<file path="config.mk">
export PLATFORM = sky130hd
export DESIGN_NAME = cbr_resolver
export DESIGN_NICKNAME = d
export VERILOG_FILES = /design/src/rtl/cbr_pkg.sv /design/src/rtl/cbr_decode.sv /design/src/rtl/cbr_eval.sv /design/src/rtl/cbr_resolver.sv
export SDC_FILE = /design/constraint.sdc
export NUM_CORES = 1
export LEC_CHECK = 0
export BUFFER_PORTS_ARGS = -buffer_cell sky130_fd_sc_hd__buf_4
export CAP_MARGIN = 30
export CORE_ASPECT_RATIO = 1.2
export CORE_MARGIN = 10
export CORE_UTILIZATION = 40
export CTS_CLUSTER_SIZE = 28
export DETAILED_ROUTE_END_ITERATION = 6
export PLACE_DENSITY_LB_ADDON = 0.2
export SLEW_MARGIN = 5
export SYNTH_ARGS = -nofsm -noshare
export SYNTH_HDL_FRONTEND = slang
export SYNTH_SLANG_ARGS = --single-unit
</file>
<file path="constraint.sdc">
create_clock -name clk -period 4.7 [get_ports clk]
set_input_delay 0.47 -clock clk [delete_from_list [all_inputs] [get_ports clk]]
set_output_delay 0.47 -clock clk [all_outputs]
set_load 0.05 [all_outputs]
</file>
<file path="src/rtl/cbr_pkg.sv">
package cbr_pkg;
    localparam logic [5:0] OP_BC    = 6'b001010;
    localparam logic [5:0] OP_BALC  = 6'b101010;
    localparam logic [5:0] OP_BEQZ  = 6'b100110;
    localparam logic [5:0] OP_BNEZ  = 6'b101110;
    localparam logic [5:0] OP_GROUP = 6'b010010;
    localparam logic [4:0] LINK_REG = 5'd31;

    typedef enum logic [3:0] {
        F_BC, F_BALC, F_BEQZ, F_BNEZ, F_BEQ, F_BNE, F_JR, F_JALR, F_RSVD
    } form_e;

    typedef enum logic { S_IDLE, S_DONE } state_e;
endpackage

</file>
<file path="src/rtl/cbr_decode.sv">
module cbr_decode
    import cbr_pkg::*;
#(
    parameter int XLEN = 32,
    parameter logic [39:0] REG_MAP = {5'd7, 5'd6, 5'd5, 5'd4, 5'd19, 5'd18, 5'd17, 5'd16}
) (
    input  logic [15:0]     insn,
    output form_e           form,
    output logic [4:0]      idx_a,
    output logic [4:0]      idx_b,
    output logic [XLEN-1:0] offset
);
    logic [5:0] opc;
    logic [2:0] fld_a, fld_b;
    logic [XLEN-1:0] off_long, off_short, off_pair;

    assign opc   = insn[15:10];
    assign fld_a = insn[6:4];
    assign fld_b = insn[9:7];

    assign off_long  = {{(XLEN-11){insn[0]}}, insn[0], insn[9:1], 1'b0};
    assign off_short = {{(XLEN-8){insn[0]}}, insn[0], insn[6:1], 1'b0};
    assign off_pair  = {{(XLEN-5){1'b0}}, insn[3:0], 1'b0};

    always_comb begin
        form   = F_RSVD;
        idx_a  = '0;
        idx_b  = '0;
        offset = '0;
        unique case (opc)
            OP_BC:   begin form = F_BC;   offset = off_long; end
            OP_BALC: begin form = F_BALC; offset = off_long; end
            OP_BEQZ: begin
                form = F_BEQZ; offset = off_short; idx_a = REG_MAP[5*fld_b +: 5];
            end
            OP_BNEZ: begin
                form = F_BNEZ; offset = off_short; idx_a = REG_MAP[5*fld_b +: 5];
            end
            OP_GROUP: begin
                if (insn[3:0] == 4'd0) begin
                    form  = insn[4] ? F_JALR : F_JR;
                    idx_a = insn[9:5];
                end else begin
                    form   = (fld_a < fld_b) ? F_BEQ : F_BNE;
                    idx_a  = REG_MAP[5*fld_a +: 5];
                    idx_b  = REG_MAP[5*fld_b +: 5];
                    offset = off_pair;
                end
            end
            default: form = F_RSVD;
        endcase
    end
endmodule

</file>
<file path="src/rtl/cbr_eval.sv">
module cbr_eval
    import cbr_pkg::*;
#(
    parameter int XLEN = 32
) (
    input  form_e           form,
    input  logic [XLEN-1:0] pc,
    input  logic [XLEN-1:0] offset,
    input  logic [XLEN-1:0] opa,
    input  logic [XLEN-1:0] opb,
    output logic            taken,
    output logic            link_we,
    output logic            rsvd,
    output logic [XLEN-1:0] target,
    output logic [XLEN-1:0] next_pc,
    output logic [XLEN-1:0] seq_pc
);
    localparam logic [XLEN-1:0] INSN_BYTES = XLEN'(2);

    logic [XLEN-1:0] rel_tgt;

    assign seq_pc  = pc + INSN_BYTES;
    assign rel_tgt = seq_pc + offset;

    always_comb begin
        taken   = 1'b0;
        link_we = 1'b0;
        rsvd    = 1'b0;
        target  = rel_tgt;
        unique case (form)
            F_BC:   taken = 1'b1;
            F_BALC: begin taken = 1'b1; link_we = 1'b1; end
            F_BEQZ: taken = (opa == '0);
            F_BNEZ: taken = (opa != '0);
            F_BEQ:  taken = (opa == opb);
            F_BNE:  taken = (opa != opb);
            F_JR:   begin taken = 1'b1; target = opa; end
            F_JALR: begin taken = 1'b1; target = opa; link_we = 1'b1; end
            default: begin rsvd = 1'b1; target = '0; end
        endcase
        next_pc = taken ? target : seq_pc;
    end
endmodule

</file>
<file path="src/rtl/cbr_resolver.sv">
module cbr_resolver
    import cbr_pkg::*;
#(
    parameter int XLEN = 32,
    parameter logic [39:0] REG_MAP = {5'd7, 5'd6, 5'd5, 5'd4, 5'd19, 5'd18, 5'd17, 5'd16}
) (
    input  logic            clk,
    input  logic            rst_n,
    input  logic            in_valid,
    input  logic [15:0]     in_insn,
    input  logic [XLEN-1:0] in_pc,
    output logic [4:0]      rf_raddr_a,
    output logic [4:0]      rf_raddr_b,
    input  logic [XLEN-1:0] rf_rdata_a,
    input  logic [XLEN-1:0] rf_rdata_b,
    output logic            out_valid,
    output logic            out_taken,
    output logic [XLEN-1:0] out_target,
    output logic [XLEN-1:0] out_next_pc,
    output logic [XLEN-1:0] out_seq_pc,
    output logic            out_link_we,
    output logic [4:0]      out_link_idx,
    output logic [XLEN-1:0] out_link_data,
    output logic            out_rsvd
);
    state_e state_q, state_d;
    form_e  form;
    logic [XLEN-1:0] offset, opa, opb, c_target, c_next, c_seq;
    logic c_taken, c_link, c_rsvd;

    cbr_decode #(.XLEN(XLEN), .REG_MAP(REG_MAP)) u_dec (
        .insn(in_insn), .form(form), .idx_a(rf_raddr_a),
        .idx_b(rf_raddr_b), .offset(offset)
    );

    assign opa = (rf_raddr_a == 5'd0) ? '0 : rf_rdata_a;
    assign opb = (rf_raddr_b == 5'd0) ? '0 : rf_rdata_b;

    cbr_eval #(.XLEN(XLEN)) u_eval (
        .form(form), .pc(in_pc), .offset(offset), .opa(opa), .opb(opb),
        .taken(c_taken), .link_we(c_link), .rsvd(c_rsvd),
        .target(c_target), .next_pc(c_next), .seq_pc(c_seq)
    );

    always_comb begin
        unique case (state_q)
            S_IDLE:  state_d = in_valid ? S_DONE : S_IDLE;
            S_DONE:  state_d = in_valid ? S_DONE : S_IDLE;
            default: state_d = S_IDLE;
        endcase
    end

    always_ff @(posedge clk) begin
        if (!rst_n) state_q <= S_IDLE;
        else        state_q <= state_d;
    end

    always_ff @(posedge clk) begin
        if (!rst_n) begin
            out_taken     <= 1'b0;
            out_link_we   <= 1'b0;
            out_rsvd      <= 1'b0;
            out_target    <= '0;
            out_next_pc   <= '0;
            out_seq_pc    <= '0;
            out_link_data <= '0;
        end else if (in_valid) begin
            out_taken     <= c_taken;
            out_link_we   <= c_link;
            out_rsvd      <= c_rsvd;
            out_target    <= c_target;
            out_next_pc   <= c_next;
            out_seq_pc    <= c_seq;
            out_link_data <= c_seq;
        end else begin
            out_taken     <= 1'b0;
            out_link_we   <= 1'b0;
            out_rsvd      <= 1'b0;
        end
    end

    assign out_valid    = (state_q == S_DONE);
    assign out_link_idx = LINK_REG;
endmodule

</file>
* After elaboration in Yosys (flattened, before gate mapping)
Index checks and enable logic that the tools add are counted.
** Word-level totals
- Bits in registers :: 100
- Word-level logic and storage cells :: 60
- Input bits :: 115
- Memories kept :: 0
- Output and inout bits :: 147
- Memory bits (read-only) :: 0
- Bits in writable memories :: 0
- Latch bits :: 0
** Cells by class
- Multiplexer cells :: 18
- Bitwise operators :: 0
- Equal/unequal tests :: 14
- Add/sub/neg operators :: 2
- Div/mod/pow operators :: 0
- Shift-type cells :: 2
- Order comparisons :: 1
- Reduce and logical (&&, ||, !) cells :: 14
- Multiply operators :: 2
** Operators with widths (count)
- 2-to-1 mux 32 bit :: 3
- case mux 32 bit (3 select lines) :: 1
- indexed part select 40 x 7 -> 5 bit, first input constant :: 2
- case mux 32 bit (2 select lines) :: 1
- adder 32 x 2 -> 32 bit, second input constant :: 1
- adder 32 bit :: 1
- == test 32 bit :: 1
- zero test 32 bit :: 1
- inequality test 32 bit :: 1
- nonzero test 32 bit :: 1
- 2-to-1 mux 5 bit :: 4
- case mux 4 bit (5 select lines) :: 1
- == test 6 bit, second input constant :: 3
- == test 4 x 3 -> 1 bit, second input constant :: 4
- multiplier 3 x 3 -> 6 bit, first input constant :: 2
- zero test 5 bit :: 2
- case mux 5 bit (2 select lines) :: 1
- == test 4 x 2 -> 1 bit, second input constant :: 2
- zero test 4 bit :: 2
- OR reduction 2 bit :: 4
- OR reduction 8 bit :: 1
- == test 6 x 4 -> 1 bit, second input constant :: 1
- == test 6 x 5 -> 1 bit, second input constant :: 1
- OR reduction 6 bit :: 1
- other kinds (7) :: 11

* Depth between registers and ports, before layout
- Depth in word-level cells :: 9
- Gate-level depth with buffers :: 18
- Gate-level depth less buffers :: 16

* Hierarchy
Synthesis repeated with hierarchy kept, for this count alone.
** Second synthesis, totals
- Cells, all modules :: 1033
- Area, all modules :: 8879.8 sq um
** Modules (own cells, without submodules)
- cbr_resolver :: instances 1, cells an instance 436, area each 4664.5 sq um, sequential area each 2001.9 sq um
- cbr_eval :: instances 1, cells an instance 521, area each 3666.0 sq um, sequential area each 0.0 sq um
- cbr_decode :: instances 1, cells an instance 76, area each 549.3 sq um, sequential area each 0.0 sq um

* Worst setup path after synthesis
OpenSTA, ideal clock, no wires.
- Kind :: in2reg
- From :: input in_insn[13]
- To :: register out_next_pc[26]
- Stages :: 14
- Slack :: 0.269 ns
- Data required time :: 4.630 ns
- Arrival :: 4.361 ns
- Path buffers :: 0
- Setup time :: 0.070 ns
- Path through :: or4b_2 -> nor2_1 -> a22o_1 -> ha_1 -> a211oi_1 -> o21ai_0 -> a41oi_1 -> nor2_1 -> a32o_1 -> a211oi_1 -> o21ai_0 -> a2111oi_0 -> a211oi_1 -> a21oi_1
** Between the ends
- Word-level cells in the longest chain between the ends :: 8
- Elaborated cells on any way between the ends :: 34
- Those cells by class :: add/sub: 1; eq/ne: 14; mux: 9; reduce/logical: 10
** Ends and longest elaborated chain
- from (decl) :: RTL line cbr_resolver.sv:10 : input logic [15:0] in_insn,
- branches (longest 7 deep; another with adder 32 bit)
- 2-to-1 mux 32 bit (*) :: RTL line cbr_eval.sv:41 : next_pc = taken ? target : seq_pc;
- to (signal assigned) :: RTL line cbr_resolver.sv:72 : out_next_pc <= c_next;
- to (decl) :: RTL line cbr_resolver.sv:19 : output logic [XLEN-1:0] out_next_pc,
Mark *: on every way between the ends.
A chain may end at the register's enable or synchronous reset.

* Worst setup path in the final report
- From :: input in_insn[12]
- To :: register out_target[31]
** Between the ends
- Word-level cells in the longest chain between the ends :: 6
- Elaborated cells on any way between the ends :: 24
- Those cells by class :: add/sub: 1; eq/ne: 12; mux: 5; reduce/logical: 6
** Ends and longest elaborated chain
- branches (longest 5 deep; another with adder 32 bit)
- case mux 32 bit (2 select lines) (*) :: RTL line cbr_eval.sv:30 : unique case (form)
- to (signal assigned) :: RTL line cbr_resolver.sv:71 : out_target <= c_target;
- to (decl) :: RTL line cbr_resolver.sv:18 : output logic [XLEN-1:0] out_target,
Marked as above.

==> impl_metrics.csv <==
group,metric,value,unit
critical_path,cp.arrival,4.51,ns
routing,ant_nets,0,
floorplanning,dieArea,27610,um^2
clock_tree,htreeDepth,3,
critical_path,endpoint_kind,"register",
grt,grtUsageTotal,0.2510,
power_and_ir_drop,p_leak,0.004605,uW
critical_path,worstPathCellList,"buf_4, mux2_2, and2_0, a22o_1, ha_1, fa_1, a211oi_1, o21a_1, o2111ai_1, or4_1, a221oi_2, a211oi_2, o2111a_1, or3_1, a32oi_1, a21oi_1",
grt,grt_max_degree,66,
power_and_ir_drop,irDropWorstVdd,180.7,uV
logic_synthesis,syn_area,8538,um^2
logic_synthesis,async_flop_share,0,
grt,grt_pass1_vias,9501,
logic_synthesis,synth-seq-cells,100,
grt,overflow,0,
clock_tree,clockBufferDepth,2,
timing,max_slew.worst_pin.slew,1.003,ns
timing,finalCritPeriodShare,0.9155,
timing,period_minus_slack,4.303,ns
timing,hold_ws,0.4103,ns
logic_synthesis,ys_warn_count,0,
power_and_ir_drop,netSwitchingPower,1007,uW
min_path,hold_path_class,"in2reg",
clock_tree,cts_sinks,100,
routing,route.top_layer_used,"met4",
logic_synthesis,synthTopCellsByArea,"dfxtp_1 23%, nor2_1 5.7%, xnor2_1 4.6%, o21ai_0 4.2%, nand3_1 3.5%",
timing,clock_skew,0,ns
timing,max_freq,232.4,MHz
floorplanning,design.core.area,20970,um^2
grt,grt_pass1_wl,56.40,mm
routing,vias_per_cell,6.058,
place,dp_hpwl,29.45,mm
routing,drc,0,
outcome,status,"finished clean",
grt,antenna_found_initial,0,
logic_synthesis,synth_edf_count,0,
clock_tree,path_clk_slew,0.07,ns
routing,drt_iter0_drc,851,
floorplanning,ios,262,
finish,nets,1488,
floorplanning,rows,58,
logic_synthesis,yosys.area.top_type,"dfxtp_1",
power_and_ir_drop,comb_power_share,0.363,
floorplanning,fp.dieW,153.4,um
logic_synthesis,ys_types,86,
critical_path,worst_setup_path_start_kind,"primary input",
routing,wl_met1,14.18,mm
power_and_ir_drop,switching_share,0.3866,
logic_synthesis,ys_seq_area_frac,0.2345,
logic_synthesis,synthTopCellsByCount,"130 x nor2_1, 100 x dfxtp_1, 72 x nand2_1",
timing,rsz0062_at_grt,"no",
routing,drtPass1Iterations,5,
logic_synthesis,yosysMostFrequentCell,"nor2_1",
routing,wl_per_cell,22.54,um
logic_synthesis,synth.avg_cell_area,7.418,um^2
routing,via_count,9881,
critical_path,crit_required,4.90,ns
power_and_ir_drop,seqPwrFrac,0.360,
routing,wl_met2,18.49,mm
power_and_ir_drop,intPower,1598,uW
power_and_ir_drop,p_per_area,239.0,nW/um^2
critical_path,cp_slowest_cell,"or4_1",
place,portBuffers,255,
clock_tree,cts_buffers,9,
place,gp_congestion,0.9565,
power_and_ir_drop,clock_power_share,0.277,
timing,finalHoldViolations,0,
logic_synthesis,synth-main-ff-cell,"dfxtp_1",
clock_tree,clkLatencyLatePin,0.34,ns
clock_tree,cts.root.buffer_cell,"clkbuf_16",
floorplanning,die_h,180.0,um
timing,setup_viol,0,
job,cap_violations,0,
critical_path,path_max_fanout,5,
finish,n_antenna_cell,0,
routing,wl,36.77,mm
critical_path,crit_type,"in2reg",
timing,slew_violations,0,
critical_path,critPathLaunch,"in_insn[12]",
timing,tns,0,ns
routing,wl_met3,2.563,mm
clock_tree,cts_tree,"done",
critical_path,slowest_delay,0.44,ns
critical_path,reg2reg_from,"out_link_data[8]",
logic_synthesis,synth_top_area_frac,0.2345,
min_path,holdCritStartpoint,"in_pc[0]",
logic_synthesis,synth_cells,1151,
finish,area_growth,27.67,%
finish,drive_above_1_share,0.2638,
timing,slew-limit-headroom,0.3317,
floorplanning,start_util,0.4071,
-- worst paths after layout --
kind / to / slack, ns / depth (start not counted)
hold reg to reg: out_next_pc[9] / 0.48 / 2
setup reg to reg: out_link_data[8] / 3.92 / 2
setup / recovery: out_target[31] / 0.40 / 16
hold / removal: out_link_data[0] / 0.41 / 3
-- critical path: cells and delay by family --
family	cells	cell delay, ns
and+or+nand+nor	3	0.95
buffers and inverters	1	0.11
muxes	1	0.37
AOI/OAI and AO/OA	9	1.97
adders and majority gates	2	0.62
-- power groups by stage --
stage	clock network, uW	logic (uW)	registers [uW]
6_report	722	945	939
5_1_grt	768	1000	945
4_1_cts	729	942	939
3_5_place_dp	0	939	957
3_3_place_gp	0	934	957
2_1_floorplan	0	416	1130
-- registers in the layout, summed over array words and instances (netlist names) --
name           cells
out_target        32
out_rsvd           1
out_taken          1
out_link_data     32
out_link_we        1
out_next_pc       32
out_valid          1
-- through the flow --
stage               setup slack [ns]  std cells  power [uW]  utilization  cell area, um^2
finish                        0.3971       1631        2606       0.5197            10900
global route                  0.1118       1631        2714       0.5197            10900
CTS                           0.4012       1631        2609       0.5192            10890
detailed placement           0.07863       1615        1896       0.5055            10600
global placement              0.1208       1615        1890       0.5055            10600
floorplan                     0.2689       1155        1549            -             8553
-- kinds of logic after synthesis --
group | Yosys count | synth area share
simple gates | 433 | 0.2598
compound gates | 361 | 0.2918
buf+inv | 145 | 0.08367
flops | 100 | 0.2345
xor+xnor | 65 | 0.06829
mux | 27 | 0.03414
fa+ha+maj | 18 | 0.02696
other cells | 2 | 0.0008796
-- placed cells by master, fill, tap and decap left out, types with 27 or more instances in the layout --
cell type,instances
nor3_1,28
dfxtp_1,100
nand2_1,72
a21oi_1,51
inv_1,27
buf_4,306
nor2_1,129
a211oi_1,35
o21ai_0,70
xnor2_1,45
nand3_1,59
-- layout make-up --
cell class,instances,area [um^2]
Clock buffer,11,242.7
Clock inverter,5,45.04
Fill cell,2109,10070
Inverter,28,105.1
Multi-Input combinational cell,910,5851
Sequential cell,100,2002
Tap cell,270,337.8
Timing Repair Buffer,307,2317
-- metal layers --
layer,vias to the layer above,GRT usage
li1,4692,-
met1,4681,0.2846
met2,445,0.4502
met3,63,0.04417
met4,0,0.1052
met5,-,0
-- what timing repair did --
item                       in CTS  in global routing
setup endpoints to repair       0                  1
hold buffers                    0                  0
buffers inserted                0                  0
gates resized for setup         0                  4
No activity file was read; power rests on OpenSTA's default activity.
